==> src/rtl/rfp_pkg.sv <==
`timescale 1ns/1ps
package rfp_pkg;
  typedef enum logic [1:0] {
    RFP_FRAME = 2'b00,
    RFP_SIGMF = 2'b01,
    RFP_CRCMF = 2'b10,
    RFP_COMP  = 2'b11
  } rfp_mode_e;

  localparam int RFP_NUM_MF = 2;
  localparam int RFP_SIG    = 0;
  localparam int RFP_CRC    = 1;
endpackage

==> src/rtl/rfp_bit_ctr.sv <==
`timescale 1ns/1ps
module rfp_bit_ctr #(
  parameter int FRAME_BITS = 256,
  localparam int BW = $clog2(FRAME_BITS)
) (
  input  logic          clk,
  input  logic          rst,
  input  logic          align,
  output logic [BW-1:0] bit_q,
  output logic [BW-1:0] bit_nxt,
  output logic          frame_end
);
  localparam logic [BW-1:0] LAST = BW'(FRAME_BITS - 1);

  function automatic logic [BW-1:0] advance(input logic [BW-1:0] cur, input logic realign);
    if (realign || cur == LAST) return '0;
    return cur + 1'b1;
  endfunction

  assign frame_end = (bit_q == LAST);
  assign bit_nxt   = advance(bit_q, align);

  always_ff @(negedge clk) begin
    if (rst) bit_q <= '0;
    else     bit_q <= bit_nxt;
  end

  p_align_bit1_r7: assert property (@(negedge clk) disable iff (rst)
    align |=> (bit_q == '0));

  p_frame_wrap_r2: assert property (@(negedge clk) disable iff (rst)
    (frame_end && !align) |=> (bit_q == '0));
endmodule

==> src/rtl/rfp_mf_ctr.sv <==
`timescale 1ns/1ps
module rfp_mf_ctr #(
  parameter int MF_FRAMES = 16,
  localparam int FW = $clog2(MF_FRAMES)
) (
  input  logic          clk,
  input  logic          rst,
  input  logic          align,
  input  logic          frame_end,
  output logic [FW-1:0] frm_q,
  output logic [FW-1:0] frm_nxt
);
  localparam logic [FW-1:0] LASTF = FW'(MF_FRAMES - 1);

  logic pend_q;
  logic load;

  function automatic logic [FW-1:0] step_frame(input logic [FW-1:0] cur);
    if (cur == LASTF) return '0;
    return cur + 1'b1;
  endfunction

  assign load    = frame_end && (align || pend_q);
  assign frm_nxt = load ? '0 : (frame_end ? step_frame(frm_q) : frm_q);

  always_ff @(negedge clk) begin
    if (rst) begin
      frm_q  <= '0;
      pend_q <= 1'b0;
    end else begin
      frm_q  <= frm_nxt;
      pend_q <= frame_end ? 1'b0 : (pend_q || align);
    end
  end

  p_realign_r8: assert property (@(negedge clk) disable iff (rst)
    (frame_end && (align || pend_q)) |=> (frm_q == '0));

  p_hold_midframe_r8: assert property (@(negedge clk) disable iff (rst)
    !frame_end |=> $stable(frm_q));
endmodule

==> src/rtl/rfp_out_stage.sv <==
`timescale 1ns/1ps
module rfp_out_stage
  import rfp_pkg::*;
#(
  parameter int BW = 8,
  parameter int FW = 4
) (
  input  logic          clk,
  input  logic          rst,
  input  logic [1:0]    mode,
  input  logic          dis,
  input  logic          frm_align,
  input  logic [BW-1:0] bit_q,
  input  logic [BW-1:0] bit_nxt,
  input  logic [FW-1:0] sig_q,
  input  logic [FW-1:0] sig_nxt,
  input  logic [FW-1:0] crc_q,
  input  logic [FW-1:0] crc_nxt,
  output logic          out_q
);
  logic comp_q, comp_nxt, comp_set, comp_clr, out_nxt;
  rfp_mode_e md;

  function automatic logic mark(input logic [BW-1:0] b, input logic [FW-1:0] f);
    return (b == '0) && (f == '0);
  endfunction

  assign md = rfp_mode_e'(mode);

  always_comb begin
    comp_set = mark(bit_nxt, sig_nxt);
    comp_clr = mark(bit_q, crc_q);
    if (comp_set)      comp_nxt = 1'b1;
    else if (comp_clr) comp_nxt = 1'b0;
    else               comp_nxt = comp_q;
    unique case (md)
      RFP_FRAME: out_nxt = (bit_nxt == '0);
      RFP_SIGMF: out_nxt = mark(bit_nxt, sig_nxt);
      RFP_CRCMF: out_nxt = mark(bit_nxt, crc_nxt);
      default:   out_nxt = comp_nxt;
    endcase
    if (dis) out_nxt = 1'b0;
  end

  always_ff @(negedge clk) begin
    if (rst) begin
      comp_q <= 1'b0;
      out_q  <= 1'b0;
    end else begin
      comp_q <= comp_nxt;
      out_q  <= out_nxt;
    end
  end

  p_disable_low_r9: assert property (@(negedge clk) disable iff (rst)
    dis |=> !out_q);

  p_single_cycle_r2: assert property (@(negedge clk) disable iff (rst)
    (out_q && !frm_align && md != RFP_COMP && $stable(mode)) |=> !out_q);

  p_sig_position_r3: assert property (@(negedge clk) disable iff (rst)
    (out_q && md == RFP_SIGMF && $stable(mode)) |-> (bit_q == '0 && sig_q == '0));

  p_crc_position_r4: assert property (@(negedge clk) disable iff (rst)
    (out_q && md == RFP_CRCMF && $stable(mode)) |-> (bit_q == '0 && crc_q == '0));

  p_comp_fall_r5: assert property (@(negedge clk) disable iff (rst)
    (md == RFP_COMP && bit_q == '0 && crc_q == '0 && !comp_set) |=> !out_q);
endmodule

==> src/rtl/e1_rx_fpulse.sv <==
`timescale 1ns/1ps
module e1_rx_fpulse
  import rfp_pkg::*;
#(
  parameter int FRAME_BITS = 256,
  parameter int MF_FRAMES  = 16
) (
  input  logic       rx_clk,
  input  logic       rst,
  input  logic [1:0] mode_sel,
  input  logic       out_dis,
  input  logic       frm_align,
  input  logic       sig_align,
  input  logic       crc_align,
  output logic       rfp_o
);
  localparam int BW = $clog2(FRAME_BITS);
  localparam int FW = $clog2(MF_FRAMES);

  logic [BW-1:0] bit_q, bit_nxt;
  logic          frame_end;
  logic [RFP_NUM_MF-1:0] mf_align;
  logic [FW-1:0] frm_q   [RFP_NUM_MF];
  logic [FW-1:0] frm_nxt [RFP_NUM_MF];

  assign mf_align[RFP_SIG] = sig_align;
  assign mf_align[RFP_CRC] = crc_align;

  rfp_bit_ctr #(.FRAME_BITS(FRAME_BITS)) u_bit (
    .clk(rx_clk), .rst(rst), .align(frm_align),
    .bit_q(bit_q), .bit_nxt(bit_nxt), .frame_end(frame_end)
  );

  for (genvar g = 0; g < RFP_NUM_MF; g++) begin : g_mf
    rfp_mf_ctr #(.MF_FRAMES(MF_FRAMES)) u_mf (
      .clk(rx_clk), .rst(rst), .align(mf_align[g]), .frame_end(frame_end),
      .frm_q(frm_q[g]), .frm_nxt(frm_nxt[g])
    );
  end

  rfp_out_stage #(.BW(BW), .FW(FW)) u_out (
    .clk(rx_clk), .rst(rst), .mode(mode_sel), .dis(out_dis),
    .frm_align(frm_align),
    .bit_q(bit_q), .bit_nxt(bit_nxt),
    .sig_q(frm_q[RFP_SIG]), .sig_nxt(frm_nxt[RFP_SIG]),
    .crc_q(frm_q[RFP_CRC]), .crc_nxt(frm_nxt[RFP_CRC]),
    .out_q(rfp_o)
  );
endmodule

==> config.mk <==
export PLATFORM = sky130hd
export DESIGN_NAME = e1_rx_fpulse
export DESIGN_NICKNAME = d
export VERILOG_FILES = /design/src/rtl/rfp_pkg.sv /design/src/rtl/rfp_bit_ctr.sv /design/src/rtl/rfp_mf_ctr.sv /design/src/rtl/rfp_out_stage.sv /design/src/rtl/e1_rx_fpulse.sv
export SDC_FILE = /design/constraint.sdc
export NUM_CORES = 1
export LEC_CHECK = 0
export BUFFER_PORTS_ARGS = -buffer_cell sky130_fd_sc_hd__buf_2
export CELL_PAD_IN_SITES_DETAIL_PLACEMENT = 1
export CELL_PAD_IN_SITES_GLOBAL_PLACEMENT = 1
export CORE_MARGIN = 5
export CORE_UTILIZATION = 47
export CTS_CLUSTER_SIZE = 28
export DETAILED_ROUTE_END_ITERATION = 8
export PLACE_DENSITY = 0.88
export SYNTH_ARGS = -nofsm -noshare
export SYNTH_HDL_FRONTEND = slang
export SYNTH_SLANG_ARGS = --single-unit
==> constraint.sdc <==
create_clock -name rx_clk -period 4.1 [get_ports rx_clk]
set_input_delay 0.41 -clock rx_clk [delete_from_list [all_inputs] [get_ports rx_clk]]
set_output_delay 0.41 -clock rx_clk [all_outputs]
set_load 0.01 [all_outputs]
==> results by group <==
Global routing
  • Met3 usage: 6.26%
  • First-pass GRT wire length: 5400 um
  • Total GRT Usage: 19.7%
  • Vias in the first global route: 1246
  • Initial antenna violation count: 0
  • Met2 usage: 30.9%
  • Largest net degree at the start of global routing: 17
  • Gr ovfl total: 0
  • Busiest grt layer: met2
  • Routing usage on met1: 23.9%

Finish
  • Non-Filler Instances: 197
  • Proportion of layout cells with a drive suffix above 1: 10.8%
  • Diode count: 0
  • Synthesis-to-finish area growth: 11.1%
  • Layout Nets: 182
  • Fin util: 53.7%
  • Fillers: 318

CTS
  • CTS tree: done
  • Post-CTS setup buffers: 0
  • CTS hold repair buffers: 0
  • Num CTS Buffers: 3
  • Cts repair resizes: 0
  • CTS clk-pin slew, worst paths: 0.04 ns
  • Sink Count: 20
  • Clock H-tree levels: 1
  • Clock latency on the worst-skew pair: 0.38 ns
  • Clock Path Buffers: 2
  • Root Buffer: clkbuf_4

Detailed routing
  • Routed WL: 3030 um
  • Remaining DRCs: 0
  • Vias: 1144
  • Initial DRC count: 40
  • WL per Instance: 15.4 um
  • Via-to-Cell Ratio: 5.81
  • Routed Antenna Nets: 0
  • 1st-pass router iterations: 4

Timing
  • Worst-Margin Slew: 0.433 ns
  • Final Setup Violations: 0
  • RSZ-0062 raised after global routing: no
  • Slew Viols, Final: 0
  • Clk_skew: 0.0198 ns
  • Final Hold Vio Count: 0
  • Relative slew slack: 70.4%
  • Setup TNS: 0 ns

Hold path
  • Hold Crit Class: flip-flop to flip-flop
  • Hold path cells: 1

Synth
  • Simple-Gate Fraction of Synth Area: 28.7%
  • Post-synth EDFFs: 0
  • FFs w/ async S/R, synth: 0%
  • Cell area after synthesis: 1190 sq um
  • Yosys cell types: 45
  • Mux share of post-synthesis cell area: 0.843%
  • Avg Inst Size Synth: 8.25 sq um
  • Ys flop type: dfxtp_1
  • Post-synth top cells: dfxtp_1, nor2_1, a21oi_1, nand3_1
  • Largest cells by area after synthesis: dfxtp_1, ha_1, nor2_1, a21oi_1, nand3_1
  • Number of synthesis warnings: 0
  • Post-synthesis register bit count: 20
  • Sequential share of the synthesized area: 33.7%
  • Post-synthesis xor/xnor area fraction: 5.16%
  • Yosys top cell area share: 33.7%
  • Count leader, synth: dfxtp_1
  • Post-synth top area cell: dfxtp_1
  • Largest family of logic cells by synthesized area: simple AND/OR/NAND/NOR gates
  • Adder-cell share of the synthesized area: 5.27%
  • Post-synthesis compound-gate area fraction: 20.1%
  • Syn_nets: 157
  • Synth Instances: 144

Power and ir drop
  • Max VDD drop: 0.221 mV
  • Clk pwr share: 42.8%
  • Net Sw Frac: 32.9%
  • Pleak: 0.583 nW
  • Register share of total power: 50.0%
  • Overall Power: 0.404 mW
  • Logic gate share of total power: 7.1%
  • NetSw: 0.133 mW
  • Pwr per Cell Area: 306 nW/um^2
  • Int Pwr: 0.271 mW

Critical path
  • Critical path capture point type: flip-flop
  • CP Launch Type: primary input
  • CP Data Required Time: 2.33 ns
  • Worst setup path class: primary input to flip-flop
  • R2R depth: 6
  • Largest fanout on the critical path: 2
  • Critical Path AT: 1.68 ns

Floorplan
  • Area of the die: 3630 sq um
  • # rows: 18
  • Die W: 60.3 um
  • Chip height: 60.3 um
  • Starting Density: 48.4%
  • I/O Pins: 9
  • Core area: 2450 sq um

Placed design
  • Number of I/O port buffers: 8
  • Placed cells: 175
  • Post-DP HPWL: 2180 um
  • Placer Congestion: 0.790

Status
  • Run status: complete, no violations

Job
  • Max-Cap Viols: 0
## area by class of cell
| cell class | instances | area, sq um | area share (%) |
|---|---|---|---|
| flip-flops and latches | 20 | 400 | 30.4 |
| well taps | 30 | 37.5 | 2.85 |
| repair buffers | 9 | 47.5 | 3.61 |
| inverters | 6 | 22.5 | 1.71 |
| multi-input cells | 109 | 713 | 54.1 |
| clock buffers | 3 | 22.5 | 1.71 |
| clock inverters | 20 | 75.1 | 5.69 |
## power groups by stage
stage	sequential, mW	clock, mW	combinational [mW]
2_1_floorplan	0.205	0.0314	0.0169
3_3_place_gp	0.205	0.0314	0.0269
3_5_place_dp	0.205	0.0314	0.0287
4_1_cts	0.202	0.183	0.0290
5_1_grt	0.202	0.218	0.0323
6_report	0.202	0.173	0.0287
## registers in the layout, summed over array words and instances, names as in the netlist
signal,cells
g_mf.u_mf.pend_q,2
u_bit.bit_q,8
u_out.comp_q,1
g_mf.u_mf.frm_q,8
u_out.out_q,1
## worst max-delay path, stage by stage
cell	delay (ns)
buf_2	0.10
or3_1	0.39
or4_1	0.55
a32oi_1	0.23
## through the flow
step	hold WS [ns]	setup slack, ns	instance area, sq um
floorplan	0.437	0.510	1190
global placement	0.458	0.383	1220
detailed placement	0.485	0.261	1220
CTS	0.497	0.646	1320
global route	0.542	0.624	1320
finish	0.497	0.649	1320
## layer usage
metal	share of wire, %	vias to the layer above	wire length (um)
met5	0	-	0
met4	1.3	0	40
met3	5.0	6	150
met1	48	545	1440
li1	-	572	-
met2	46	21	1400
## cell families (layout without fill, tap and decap cells)
logic type	after synthesis	after routing
AND/OR/NAND/NOR	61	61
AO/OA/AOI/OAI	35	35
XOR/XNOR	7	7
flip-flops	20	20
adder cells (fa/ha/maj)	5	5
multiplexers	1	1
buffers and inverters	15	38
## final timing paths
path                                      from             end  slack, ns
worst max-delay path                       rst     u_out.out_q       0.65
worst min-delay path            u_bit.bit_q[0]  u_bit.bit_q[0]       0.50
worst max register to register  u_bit.bit_q[1]     u_out.out_q       1.75
worst min register to register  u_bit.bit_q[0]  u_bit.bit_q[0]       0.50
## placed cells by master, fill, tap and decap left out, types with 2 or more instances in the layout
cell       n
a21oi_1    8
o21ai_0    7
nand3_1    8
clkbuf_4   3
o21a_1     2
inv_1     26
a21o_1     2
nor2b_1    2
a22oi_1    3
and2_1     2
a31oi_1    5
dfxtp_1   20
buf_2      8
nor2_1    16
nor4_1     3
xor2_1     3
or3_1      4
ha_1       5
nand4_1    2
nor3_1     4
xnor2_1    4
nand2_1    7
No activity file was read; power rests on OpenSTA's default activity.
